File: config.mk
export PLATFORM = sky130hd
export DESIGN_NAME = pc_steer
export DESIGN_NICKNAME = d
export VERILOG_FILES = /design/src/rtl/pc_steer.sv
export SDC_FILE = /design/constraint.sdc
export NUM_CORES = 1
export LEC_CHECK = 0
export ABC_AREA = 0
export BUFFER_PORTS_ARGS = -buffer_cell sky130_fd_sc_hd__buf_2
export CAP_MARGIN = 30
export CORE_ASPECT_RATIO = 1.25
export CORE_MARGIN = 3
export CORE_UTILIZATION = 40
export DETAILED_ROUTE_END_ITERATION = 12
export PLACE_DENSITY = 0.72
export SLEW_MARGIN = 30
export SYNTH_ARGS = -nofsm -noshare
export SYNTH_HDL_FRONTEND = slang
export SYNTH_SLANG_ARGS = --single-unit
export TNS_END_PERCENT = 10
File: constraint.sdc
create_clock -name clk -period 5.49 [get_ports clk]
set_input_delay 0 -clock clk [delete_from_list [all_inputs] [get_ports clk]]
set_output_delay 0 -clock clk [all_outputs]
set_load 0.02 [all_outputs]
File: src/rtl/pc_steer.sv
module pc_steer #(
  parameter int XLEN = 32
) (
  input  logic            clk,
  input  logic            rst,
  input  logic            stall,
  input  logic [31:0]     instr,
  input  logic [XLEN-1:0] rs_val,
  input  logic [XLEN-1:0] rt_val,
  output logic [XLEN-1:0] pc,
  output logic [XLEN-1:0] link_pc,
  output logic            link_we
);
  localparam logic [5:0] OP_SPEC = 6'd0, OP_BLTZ = 6'd1, OP_J = 6'd2,
                         OP_JAL = 6'd3, OP_BEQ = 6'd4, OP_BNE = 6'd5;
  localparam logic [5:0] FN_JR = 6'd8;

  logic [5:0]      opc;
  logic [XLEN-1:0] seq, br_tgt, jmp_tgt, nxt;
  logic            take_br, is_jmp, is_jr;

  assign opc     = instr[31:26];
  assign seq     = pc + XLEN'(4);
  assign br_tgt  = seq + {{(XLEN-18){instr[15]}}, instr[15:0], 2'b00};
  assign jmp_tgt = {pc[XLEN-1:XLEN-4], instr[25:0], 2'b00};
  assign is_jmp  = (opc == OP_J) || (opc == OP_JAL);
  assign is_jr   = (opc == OP_SPEC) && (instr[5:0] == FN_JR);

  always_comb begin
    case (opc)
      OP_BLTZ: take_br = rs_val[XLEN-1];
      OP_BEQ:  take_br = (rs_val == rt_val);
      OP_BNE:  take_br = (rs_val != rt_val);
      default: take_br = 1'b0;
    endcase
  end

  always_comb begin
    if (is_jr)        nxt = rs_val;
    else if (is_jmp)  nxt = jmp_tgt;
    else if (take_br) nxt = br_tgt;
    else              nxt = seq;
  end

  always_ff @(posedge clk) begin
    if (rst)         pc <= '0;
    else if (!stall) pc <= nxt;
  end

  assign link_pc = seq;
  assign link_we = (opc == OP_JAL) && !stall;

  AST_RESET_ZERO: assert property (@(posedge clk) rst |=> pc == '0);
  AST_STALL_HOLD: assert property (@(posedge clk) disable iff (rst) stall |=> $stable(pc));
  AST_JR_LOAD: assert property (@(posedge clk) disable iff (rst)
    (!stall && instr[31:26] == 6'd0 && instr[5:0] == 6'd8) |=> pc == $past(rs_val));
  AST_JUMP_REGION: assert property (@(posedge clk) disable iff (rst)
    (!stall && (instr[31:26] == 6'd2 || instr[31:26] == 6'd3))
      |=> pc[XLEN-1:XLEN-4] == $past(pc[XLEN-1:XLEN-4]));
  AST_LINK_GATE: assert property (@(posedge clk) disable iff (rst)
    link_we |-> (!stall && instr[31:26] == 6'd3));
  AST_NOTAKEN: assert property (@(posedge clk) disable iff (rst)
    (!stall && instr[31:26] == 6'd4 && rs_val != rt_val) |=> pc == $past(pc) + 32'd4);
endmodule

==> reports/results.txt <==
The first global-routing pass estimated 26200 um of wire. The synthesized net count is 721. The slowest stage of the critical path is the sky130_fd_sc_hd__nor3_1 cell. Sorting the synthesized cells by area gives the leading types as sky130_fd_sc_hd__dfxtp_1, sky130_fd_sc_hd__ha_1, sky130_fd_sc_hd__xor2_1. Once detail routing completed, the nets flagged for antenna violations numbered 0. On the critical path the largest part of the delay comes from simple AND/OR/NAND/NOR gates. The biggest area contributor in the post-synthesis netlist is sky130_fd_sc_hd__dfxtp_1. The share of the cycle needed by the critical path after routing is 0.793. The fraction of final layout cells with drive strength greater than 1 was 0.266. The initial antenna violation count was 0. Clock-pin slew reported for the worst setup and hold paths after clock tree synthesis: 0.05 ns. The path with the worst hold slack has its endpoint at pc[1]. The layout overhead on the synthesized area was 23.7%; the maximum clock frequency was 230 MHz.

pc holds more flip-flops than any other register. The max-slew headroom at the worst pin was 0.423. For this run, the slowest stage of the critical path takes 0.71 ns. The number of buffers and inverters on the critical path is 0.

Before CTS, the worst setup slack after placement is 1.21 ns. The number of buffers added on ports was 163. The later pin in the worst-skew pair is clocked with a latency of 0.28 ns. The most instantiated flip-flop cell in the synthesis netlist is sky130_fd_sc_hd__dfxtp_1. The cell depth of the worst min-delay path was 3; the sequential area share after synthesis was 0.144. The time the final worst path needs with I/O delays and setup was 4.35 ns; the final count of negative-setup-slack endpoints was 0. The length in cells of the worst reg-to-reg path was 14.

Routability-driven placement finished with a final weighted congestion of 1.03. The kind of end point of the critical path was a flip-flop. IR analysis of the VDD net gives a maximum drop of 0.000102 V.

After detailed routing, the average wire length per cell comes to 19.5 um. The async set or reset register ratio after synthesis works out to 0. In the routed layout, each cell is associated on average with a via count of 6.15. The die covers 0.0124 mm2. The capturing point of the worst reg2reg path is pc[31].

The largest registers in the layout are pc (32). The maximum fanout count along the critical path was 12; the flip-flop count of the largest register after layout was 32. The startpoint of the most critical hold path was rs_val[1]. Clock root buffer: sky130_fd_sc_hd__clkbuf_16. For this design the top-level I/O count stands at 164. At the worst endpoint, the required time is 5.66 ns. The nature of the critical path startpoint is a flip-flop.

Synthesis instantiated 64 different standard cells from the library. Wires add up to 16900 um. The sum of overflow across all layers after global routing came out at 0. The tools report the number of global-route vias before repair as 5207. The setup slack on the worst flop-to-flop path was 1.14 ns. The cell count after synthesis came out at 585. Summed over all cells, the static leakage comes to 2.60 nW.

Row generation in the floorplan step produced 42 rows. Measured along the y axis, the die boundary spans 124 um. Kind of path behind the tightest hold check: in2reg.

The core region is 0.0107 mm2. Once detailed placement completed, the half-perimeter wirelength came to 13100 um. The number of synthesized flops with an enable pin was 0; the synthesized area was 0.00444 mm2. Max-cap violations in this run came to 0. The fraction of post-synthesis cell area in the top cell type by area works out to 0.144. The startpoint identified for the worst register-to-register timing path is pc[2]. Clock tree synthesis inserted a total of 5 buffers.

From left edge to right edge, the die measures 100 um. Setup repair after global routing left no endpoint under its margin. The logs give 0 ns for the total negative setup slack and 2 for the H-tree depth.

For this block, the initial DRC count from the detailed router was 390. Buffer depth of the longest clock path: 2. Worst setup path category: reg2reg. For this run, the detailed router's first-pass iteration total came to 5. The logs give 32 for the number of sinks handled by clock tree synthesis and 0 for the hold violation total from the final report. The remaining routing DRC violations is 0, and the worst clock skew is 0.00365 ns.

The average cell area after synthesis works out to 7.59 um2. The slew at the pin closest to its max-slew limit came out at 0.858 ns. The global-route usage over all layers was 0.264.

The tools report the data arrival time of the critical path as 4.53 ns. Traced cell by cell, the critical path runs through ha_1, nand4_1, nor3_1, nand3_1, xnor2_1, ha_1, a21oi_1, o21a_1, o21bai_1, a211o_1, a21oi_1, a21boi_0, or4_1, a31o_1. The total inserted antenna cells was 0; the Yosys warning count was 0. The starting utilization of the core area was 0.414; the largest net degree at the start of global routing was 60. The final number of max-transition violations came out at 0.

The total of flip-flops plus latches after synthesis was 32. TritonCTS built the clock tree. Power spread over the standard cell area amounts to 184 mW/mm2.

The tools report the via count as 5323. The run finished with clean final reports. Across all setup checks in the final design, the least slack found is 1.14 ns. The logs give 869 for the number of nets in the layout and 0.00101 W for the total design power.
==> final cells by class <==
class | instances | area [um2]
clock buffers | 8 | 146
fillers | 1078 | 5230
inverters | 36 | 135
multi-input cells | 489 | 3540
flip-flops and latches | 32 | 641
well taps | 132 | 165
repair buffers | 169 | 863
==> worst min-delay path: cells and delay by family <==
kind / cells / cell delay [ns]
AND/OR/NAND/NOR: 1 / 0.06
buffers and inverters: 1 / 0.11
AO/OA/AOI/OAI: 1 / 0.06
==> metrics by stage <==
stage / utilization / instance area (um2) / std cells / hold WS (ns)
after floorplan: - / 4440 / 585 / 0.152
after global placement: 0.498 / 5340 / 857 / 0.282
after detailed placement: 0.498 / 5340 / 857 / 0.290
after global routing: 0.512 / 5490 / 866 / 0.0185
after CTS: 0.512 / 5490 / 866 / 0.00417
final: 0.512 / 5490 / 866 / 0.00240
==> logic make-up after synthesis <==
kind of cell    count (synthesis)  share of synthesized area
xor+xnor                       80                      0.158
flops                          32                      0.144
fa+ha+maj                      37                      0.106
mux                            11                     0.0265
buf+inv                        64                     0.0606
compound gates                188                      0.296
simple gates                  173                      0.209
==> cell usage in the layout (no fill, tap or decap), types with 6 or more instances in the layout <==
cell	instances
sky130_fd_sc_hd__buf_2	163
sky130_fd_sc_hd__a21oi_1	50
sky130_fd_sc_hd__xor2_1	45
sky130_fd_sc_hd__nand2_1	39
sky130_fd_sc_hd__a221oi_1	37
sky130_fd_sc_hd__inv_1	36
sky130_fd_sc_hd__ha_1	36
sky130_fd_sc_hd__xnor2_1	35
sky130_fd_sc_hd__dfxtp_1	32
sky130_fd_sc_hd__nor2_1	31
sky130_fd_sc_hd__nand3_1	23
sky130_fd_sc_hd__o21ai_0	22
sky130_fd_sc_hd__a21o_1	12
sky130_fd_sc_hd__o211ai_1	10
sky130_fd_sc_hd__and3_1	9
sky130_fd_sc_hd__nor3_1	9
sky130_fd_sc_hd__nor4_1	9
sky130_fd_sc_hd__nand2b_1	9
sky130_fd_sc_hd__a221o_1	9
sky130_fd_sc_hd__o21bai_1	7
sky130_fd_sc_hd__a211oi_1	7
sky130_fd_sc_hd__a31oi_1	7
sky130_fd_sc_hd__nand4_1	6
sky130_fd_sc_hd__mux2_2	6
sky130_fd_sc_hd__o31ai_1	6
==> how the worst max path moves through the flow <==
stage | startpoint | to | cells past startpoint
CTS | pc[2] | pc[31] | 14
finish | pc[2] | pc[31] | 14
floorplan | pc[2] | pc[31] | 14
global placement | pc[2] | pc[31] | 14
detailed placement | pc[2] | pc[31] | 14
global route | pc[2] | pc[31] | 14
==> power breakdown <==
group / total [W] / switching (W) / internal [W]
Clock: 0.000293 / 0.000111 / 0.000181
Sequential: 0.000266 / 0.0000188 / 0.000247
Combinational: 0.000451 / 0.000272 / 0.000179
Total: 0.00101 / 0.000402 / 0.000607
==> Yosys cell counts (all sizes together) (3+ instances only) <==
master	count
a211oi	7
a21o	12
a21oi	50
a221o	9
a221oi	37
a31o	3
a31oi	7
and2	6
and3	10
and3b	5
and4	5
buf	4
clkbuf	23
dfxtp	32
ha	36
inv	36
mux2	6
mux2i	5
nand2	41
nand2b	9
nand3	24
nand4	6
nor2	31
nor2b	3
nor3	9
nor4	9
o211ai	10
o21a	4
o21ai	22
o21bai	7
o31ai	6
or4	4
xnor2	35
xor2	45
==> repair_timing <==
action,in CTS,in global routing
setup buffers,0,0
setup endpoints to repair,0,0
endpoints found under the hold margin,1,0
resized for setup,0,0
hold buffers,1,0
==> metal layers <==
metal | vias to the layer above | part of all wire | global-route usage
met5 | - | 0 | 0
met4 | 0 | 0.039 | 0.118
met3 | 47 | 0.090 | 0.0493
met2 | 295 | 0.48 | 0.451
met1 | 2495 | 0.39 | 0.322
li1 | 2486 | - | -
No activity file was read; power rests on OpenSTA's default activity.
